--- config.mk ---
export PLATFORM = sky130hd
export DESIGN_NAME = msg_byte_seq
export DESIGN_NICKNAME = d
export VERILOG_FILES = /design/src/rtl/msgseq_pkg.sv /design/src/rtl/msgseq_rom.sv /design/src/rtl/msgseq_idx.sv /design/src/rtl/msgseq_fsm.sv /design/src/rtl/msg_byte_seq.sv
export SDC_FILE = /design/constraint.sdc
export NUM_CORES = 1
export LEC_CHECK = 0
export ABC_AREA = 1
export CAP_MARGIN = 10
export CORE_AREA = 2 2 39 41
export CTS_CLUSTER_SIZE = 14
export DETAILED_ROUTE_END_ITERATION = 8
export DIE_AREA = 0 0 41 43
export PLACE_DENSITY = 0.7
export SLEW_MARGIN = 20
export SYNTH_ARGS = -nofsm -noshare
export SYNTH_HDL_FRONTEND = slang
export SYNTH_SLANG_ARGS = --single-unit
--- constraint.sdc ---
create_clock -name clk_i -period 1.2 [get_ports clk_i]
set_input_delay 0.36 -clock clk_i [delete_from_list [all_inputs] [get_ports clk_i]]
set_output_delay 0.36 -clock clk_i [all_outputs]
set_load 0.005 [all_outputs]
--- src/rtl/msgseq_pkg.sv ---
package msgseq_pkg;

    // Sequencer phases
    typedef enum logic [1:0] {
        SQ_IDLE = 2'd0,   // waiting for a trigger
        SQ_ARM  = 2'd1,   // byte ready, waiting for transmitter free
        SQ_WAIT = 2'd2    // strobe issued, waiting for done pulse
    } sq_state_e;

endpackage

--- src/rtl/msgseq_rom.sv ---
// Constant message store: byte k is taken from bits [k*DATA_W +: DATA_W].
module msgseq_rom #(
    parameter int DATA_W  = 8,
    parameter int MSG_LEN = 3,
    parameter int IDX_W   = (MSG_LEN > 1) ? $clog2(MSG_LEN) : 1,
    parameter logic [MSG_LEN*DATA_W-1:0] MSG = '0
) (
    input  logic [IDX_W-1:0]  idx_i,
    output logic [DATA_W-1:0] byte_o
);
    logic [DATA_W-1:0] entry [MSG_LEN];

    for (genvar k = 0; k < MSG_LEN; k++) begin : g_entry
        assign entry[k] = MSG[k*DATA_W +: DATA_W];
    end

    always_comb begin
        byte_o = '0;
        for (int k = 0; k < MSG_LEN; k++) begin
            if (idx_i == IDX_W'(k)) byte_o = entry[k];
        end
    end
endmodule

--- src/rtl/msgseq_idx.sv ---
// Position counter within the message.
module msgseq_idx #(
    parameter int MSG_LEN = 3,
    parameter int IDX_W   = (MSG_LEN > 1) ? $clog2(MSG_LEN) : 1
) (
    input  logic             clk_i,
    input  logic             rst_ni,
    input  logic             clr_i,
    input  logic             inc_i,
    output logic [IDX_W-1:0] idx_o,
    output logic             last_o
);
    localparam logic [IDX_W-1:0] LAST_IDX = IDX_W'(MSG_LEN - 1);

    logic [IDX_W-1:0] idx_d, idx_q;

    always_comb begin
        idx_d = idx_q;
        if (clr_i) begin
            idx_d = '0;
        end else if (inc_i) begin
            idx_d = (idx_q == LAST_IDX) ? '0 : idx_q + 1'b1;
        end
    end

    always_ff @(posedge clk_i) begin
        if (!rst_ni) idx_q <= '0;
        else         idx_q <= idx_d;
    end

    assign idx_o  = idx_q;
    assign last_o = (idx_q == LAST_IDX);

    // The position never walks past the last byte.
    AST_IDX_IN_RANGE: assert property (@(posedge clk_i) disable iff (!rst_ni)
        idx_q <= LAST_IDX);
endmodule

--- src/rtl/msgseq_fsm.sv ---
module msgseq_fsm
    import msgseq_pkg::*;
#(
    parameter int DATA_W = 8
) (
    input  logic              clk_i,
    input  logic              rst_ni,
    input  logic              trig_i,
    input  logic              busy_i,
    input  logic              done_i,
    input  logic [DATA_W-1:0] rom_byte_i,
    input  logic              idx_last_i,
    output logic              idx_clr_o,
    output logic              idx_inc_o,
    output logic [DATA_W-1:0] data_o,
    output logic              start_o
);
    typedef struct packed {
        sq_state_e         st;
        logic              stb;
        logic [DATA_W-1:0] data;
    } fsm_regs_t;

    fsm_regs_t r_d, r_q;

    always_comb begin
        r_d       = r_q;
        r_d.stb   = 1'b0;
        idx_clr_o = 1'b0;
        idx_inc_o = 1'b0;
        unique case (r_q.st)
            SQ_IDLE: begin
                if (trig_i) begin
                    idx_clr_o = 1'b1;
                    r_d.st    = SQ_ARM;
                end
            end
            SQ_ARM: begin
                if (!busy_i) begin
                    r_d.stb  = 1'b1;
                    r_d.data = rom_byte_i;
                    r_d.st   = SQ_WAIT;
                end
            end
            SQ_WAIT: begin
                if (done_i) begin
                    if (idx_last_i) begin
                        r_d.st = SQ_IDLE;
                    end else begin
                        idx_inc_o = 1'b1;
                        r_d.st    = SQ_ARM;
                    end
                end
            end
            default: r_d.st = SQ_IDLE;
        endcase
    end

    always_ff @(posedge clk_i) begin
        if (!rst_ni) begin
            r_q.st   <= SQ_IDLE;
            r_q.stb  <= 1'b0;
            r_q.data <= '0;
        end else begin
            r_q <= r_d;
        end
    end

    assign data_o  = r_q.data;
    assign start_o = r_q.stb;

    // Outstanding-byte tracker, used only by the checks below.
    logic pend_q;
    always_ff @(posedge clk_i) begin
        if (!rst_ni)      pend_q <= 1'b0;
        else if (start_o) pend_q <= 1'b1;
        else if (done_i)  pend_q <= 1'b0;
    end

    AST_STB_SINGLE: assert property (@(posedge clk_i) disable iff (!rst_ni)
        start_o |=> !start_o);
    AST_STB_NEEDS_FREE: assert property (@(posedge clk_i) disable iff (!rst_ni)
        start_o |-> !$past(busy_i));
    AST_DATA_HOLD: assert property (@(posedge clk_i) disable iff (!rst_ni)
        !start_o |-> $stable(data_o));
    AST_ONE_OUTSTANDING: assert property (@(posedge clk_i) disable iff (!rst_ni)
        start_o |-> !$past(pend_q));
endmodule

--- src/rtl/msg_byte_seq.sv ---
module msg_byte_seq #(
    parameter int DATA_W  = 8,
    parameter int MSG_LEN = 3,
    parameter logic [MSG_LEN*DATA_W-1:0] MSG = {8'h77, 8'hAA, 8'h35}
) (
    input  logic              clk_i,
    input  logic              rst_ni,
    input  logic              trig_i,
    input  logic              tx_busy_i,
    input  logic              tx_done_i,
    output logic [DATA_W-1:0] tx_data_o,
    output logic              tx_start_o
);
    localparam int IDX_W = (MSG_LEN > 1) ? $clog2(MSG_LEN) : 1;

    logic [IDX_W-1:0]  idx;
    logic              idx_last, idx_clr, idx_inc;
    logic [DATA_W-1:0] rom_byte;

    msgseq_idx #(.MSG_LEN(MSG_LEN), .IDX_W(IDX_W)) u_idx (
        .clk_i  (clk_i),
        .rst_ni (rst_ni),
        .clr_i  (idx_clr),
        .inc_i  (idx_inc),
        .idx_o  (idx),
        .last_o (idx_last)
    );

    msgseq_rom #(.DATA_W(DATA_W), .MSG_LEN(MSG_LEN), .IDX_W(IDX_W), .MSG(MSG)) u_rom (
        .idx_i  (idx),
        .byte_o (rom_byte)
    );

    msgseq_fsm #(.DATA_W(DATA_W)) u_fsm (
        .clk_i      (clk_i),
        .rst_ni     (rst_ni),
        .trig_i     (trig_i),
        .busy_i     (tx_busy_i),
        .done_i     (tx_done_i),
        .rom_byte_i (rom_byte),
        .idx_last_i (idx_last),
        .idx_clr_o  (idx_clr),
        .idx_inc_o  (idx_inc),
        .data_o     (tx_data_o),
        .start_o    (tx_start_o)
    );
endmodule

* After elaboration in Yosys (flattened, before gate mapping) *
Cells that the tools add are included.

cells by class
  $add $sub $neg = 1
  equality and inequality tests = 7
  multiplexer cells = 14
  bitwise gates (word level) = 2
  reductions and logical operators = 6

operators by type and width
  operator                                       number
  2-to-1 mux 8 bit                               2
  2-to-1 mux 11 bit                              1
  2-to-1 mux 1 bit                               6
  2-to-1 mux 2 bit                               3
  2-to-1 mux 6 bit                               1
  != test 2 bit, second input constant           3
  case mux 2 bit (3 select lines)                1
  == test 2 x 1 -> 1 bit, second input constant  2
  == test 2 bit, second input constant           2
  logical NOT 2 bit                              2
  AND reduction 2 bit                            2
  AND reduction 3 bit                            1
  adder 2 x 1 -> 2 bit, second input constant    1
  NOT 1 bit                                      2
  OR reduction 2 bit                             1

storage, ports and cells
  register bits after elaboration = 13
  output and inout port bits = 9
  word-level logic and storage cells = 34

* Longest topological paths before layout *
  depth after elaboration = 6
  gate-level depth with buffers = 7
  depth with buffers taken out = 7

* Hierarchy *
A second synthesis with hierarchy kept.

second synthesis, totals
  cell total of the unflattened synthesis = 107
  area total of the unflattened synthesis = 732.0 um^2

modules (own cells, without submodules)
  module      times used  cells each  area an instance (um^2)
  msgseq_fsm  1           81          550.5
  msgseq_rom  1           13          95.1
  msgseq_idx  1           13          86.3

* Least setup slack after synthesis *
OpenSTA, ideal clock, no wires.

  kind = reg-to-reg
  start = register u_idx.idx_q[0] (netlist: u_idx.idx_o[0])
  end = register u_idx.idx_q[0] (netlist: u_idx.idx_o[0])
  data arrival time = 947 ps
  required time = 1087 ps
  slack = 140 ps
  stages on the path, launching flop included = 7
  cells stage by stage = dfxtp_1 -> inv_1 -> ha_1 -> nor2_1 -> nand2_2 -> nor2_1 -> nor2_1

on the way
  word-level cells in the longest chain between the ends = 4
  elaborated cells on any way between the ends = 6
  classes of those cells = 1 x add/sub; 1 x eq/ne; 4 x mux

ends and longest elaborated chain
  item                    RTL line            text
  from (decl)             msgseq_idx.sv:15    logic [IDX_W-1:0] idx_d, idx_q;
  from (signal assigned)  msgseq_idx.sv:28    else idx_q <= idx_d;
  == test 2 bit (*)       msgseq_idx.sv:32    assign last_o = (idx_q == LAST_IDX);
  via idx_last            msg_byte_seq.sv:17  logic idx_last, idx_clr, idx_inc;
  2-to-1 mux 1 bit        msgseq_fsm.sv:47    if (idx_last_i) begin
  2-to-1 mux 1 bit        msgseq_fsm.sv:46    if (done_i) begin
  2-to-1 mux 1 bit        msgseq_fsm.sv:31    unique case (r_q.st)

Mark *: on every way through the listed nets, which the timed path passes. The rest lies on a longest branch.
A chain may end at the register's enable or synchronous reset.

==> impl_metrics.json <==
{
  "run_status": "completed",
  "cts_num_sinks": 10,
  "synth-compound-area-share": 0.0631,
  "htree_levels": 1,
  "ys_types": 16,
  "postLayoutCellArea_um2": 722,
  "drc_errors": 0,
  "post-route-min-period_ns": 1.16,
  "ys_warn_count": 0,
  "worst_slew_pin_slew_ns": 0.196,
  "syn_area_per_cell_um2": 7.61,
  "synth_seq_cells": 10,
  "clock_latency_ns": 0.26,
  "fmax_mhz": 860,
  "first_global_vias": 434,
  "routabilityCongestion": 0.756,
  "numCtsBuffers": 3,
  "end_kind": "output port",
  "clock-root-buffer": "clkbuf_4",
  "min_path_type": "reg -> reg",
  "worstPathArrival_ns": 0.80,
  "wl_per_cell_um": 10.2,
  "postSynthCellCount": 73,
  "leakagePower_nw": 0.341,
  "initial_core_util": 0.401,
  "yosys.area_share.simple": 0.284,
  "crit_required_ns": 0.84,
  "syn_nets": 82,
  "drv_slew": 0,
  "drive_gt1_frac": 0.310,
  "grt_remaining_overflow": 0,
  "vias": 467,
  "synth_mux_area_frac": 0,
  "synth_top_family_by_area": "simple AND/OR/NAND/NOR gates",
  "first_iter_violations": 14,
  "r2r_start": "u_idx.idx_o[1]",
  "fin_nets": 98,
  "synthAdderAreaFrac": 0.0901,
  "core.rowCount": 14,
  "cp-startpoint": "u_fsm.data_o[4]",
  "synthXorXnorAreaFrac": 0,
  "antenna_cells": 0,
  "clk_pin_slew_ns": 0.06,
  "hold_violations": 0,
  "dieArea_um2": 1760,
  "slew_headroom": 0.869,
  "ys_seq_area_frac": 0.360,
  "grtUsageTotal": 0.152,
  "io_pins": 14,
  "finClkSkew_ns": 0.000316,
  "die_h_um": 43,
  "setup_tns_ns": 0,
  "cap_violations": 0,
  "place_area_um2": 672,
  "die_x_um": 41,
  "io_buffers": 13,
  "hpwlAfterDp_um": 756,
  "cts_buffer_depth": 2,
  "critical_path_class": "reg -> out",
  "finalSetupViolCount": 0,
  "coreArea_um2": 1380,
  "whs_ns": 0.462,
  "rr_worst_depth": 4,
  "grt_pass1_wl_mm": 1.71,
  "grt_max_degree": 9,
  "syn2layout_area_growth_pct": 30.0,
  "fin_crit_sh": 0.969,
  "antenna_found_initial": 0,
  "dr.pass1.iters": 4,
  "routed_wl_mm": 1.05,
  "vdd_drop_max_mv": 0.677,
  "power_density_nw_per_um2": 992,
  "reg2reg_slack_ns": 0.11,
  "endpoint": "tx_data_o[2]",
  "vias_per_cell": 4.53,
  "synth_area_um2": 556,
  "crit_fanout": 3,
  "r2r-end": "u_fsm.data_o[1]",
  "cts_tree": "built",
  "drtAntennaViolNets": 0,
  "cp-start-kind": "register"
}
==> worst min path at each step <==
stage,startpoint,to,slack [ns],cells past startpoint
6_report,u_fsm.data_o[6],u_fsm.data_o[6],0.46,2
3_5_place_dp,u_fsm.data_o[6],u_fsm.data_o[6],0.46,2
5_1_grt,u_fsm.data_o[1],u_fsm.data_o[1],0.49,2
4_1_cts,u_fsm.data_o[6],u_fsm.data_o[6],0.46,2
3_3_place_gp,u_fsm.data_o[6],u_fsm.data_o[6],0.46,2
2_1_floorplan,u_fsm.data_o[1],u_fsm.data_o[1],0.44,2
==> synth_stat cells <==
cell type | number | area [µm²]
inv_1 | 10 | 37.5
inv_2 | 1 | 3.75
o21ai_0 | 1 | 5.00
nor2_4 | 1 | 11.3
dfxtp_1 | 10 | 200
ha_1 | 4 | 50.1
nand3_4 | 1 | 17.5
nand2_1 | 13 | 48.8
nand2_2 | 1 | 6.26
nor3_1 | 1 | 5.00
buf_4 | 8 | 60.1
a21oi_1 | 6 | 30.0
buf_6 | 1 | 11.3
nand3_1 | 2 | 10.0
nand4_1 | 4 | 25.0
nor2_1 | 9 | 33.8
==> metrics by stage <==
| step | total power [mW] | setup slack (ns) | cells | utilization |
|---|---|---|---|---|
| floorplan | 0.442 | 0.140 | 73 | - |
| global placement | 0.486 | -0.176 | 98 | 0.486 |
| detailed placement | 0.487 | -0.212 | 98 | 0.486 |
| CTS | 0.709 | 0.00558 | 102 | 0.499 |
| global route | 0.766 | -0.00276 | 103 | 0.522 |
| finish | 0.716 | 0.0369 | 103 | 0.522 |
==> critical path, cell delays in order, from the launching register on <==
cell     delay (ns)
dfxtp_2        0.32
buf_6          0.11
buf_6          0.10
==> routing by layer <==
layer | wire length [µm] | up-vias | GRT usage
met5 | 0 | - | 0
met4 | 6 | 0 | 0.100
met3 | 45 | 2 | 0.0785
met2 | 487 | 13 | 0.222
met1 | 511 | 202 | 0.161
li1 | - | 250 | -
==> where the power goes <==
| part | leakage (nW) | switching (mW) | internal [mW] | total, mW |
|---|---|---|---|---|
| logic | 0.244 | 0.0637 | 0.0695 | 0.133 |
| registers | 0.0836 | 0.00891 | 0.347 | 0.355 |
| clock network | 0.0138 | 0.112 | 0.116 | 0.228 |
==> layout make-up <==
class                      count  area (µm²)
clock buffer                   3        22.5
timing repair buffer          20         174
inverter                      11        41.3
multi-input combinational     43         258
fill                         139         662
sequential                    10         206
tap                           16        20.0
==> state kept, by name, summed over array words and instances (netlist names) <==
register	cells
u_fsm.r_q	2
u_fsm.start_o	1
u_idx.idx_o	2
u_fsm.data_o	5
==> cell usage in the layout, fill, tap and decap left out <==
cell type | synthesis | routed
a21oi_1 | 6 | 6
nand2_1 | 13 | 13
ha_1 | 4 | 3
ha_4 | 0 | 1
nor2_1 | 9 | 8
dfxtp_1 | 10 | 5
o21ai_0 | 1 | 1
nor2_4 | 1 | 1
nor2_2 | 0 | 1
clkdlybuf4s15_1 | 0 | 4
buf_6 | 1 | 3
clkbuf_4 | 0 | 3
nor3_1 | 1 | 1
nand3_4 | 1 | 1
nand3_1 | 2 | 2
nand4_1 | 4 | 4
nand2_2 | 1 | 1
inv_2 | 1 | 2
clkdlybuf4s50_1 | 0 | 4
buf_4 | 8 | 6
dfxtp_2 | 0 | 5
clkbuf_2 | 0 | 3
inv_1 | 10 | 9
==> cells by family (layout without fill, tap and decap cells) <==
family | count (synthesis) | count (layout)
simple gates | 32 | 32
fa+ha+maj | 4 | 4
flops | 10 | 10
buf+inv | 20 | 34
compound gates | 7 | 7
==> repair_timing <==
item / CTS / global route
hold buffers: 0 / 0
gates resized for setup: 20 / 17
buffers inserted: 1 / 1
setup endpoints to repair: 10 / 13
gates cloned: 0 / 0
Power figures use the tool's default switching activity.
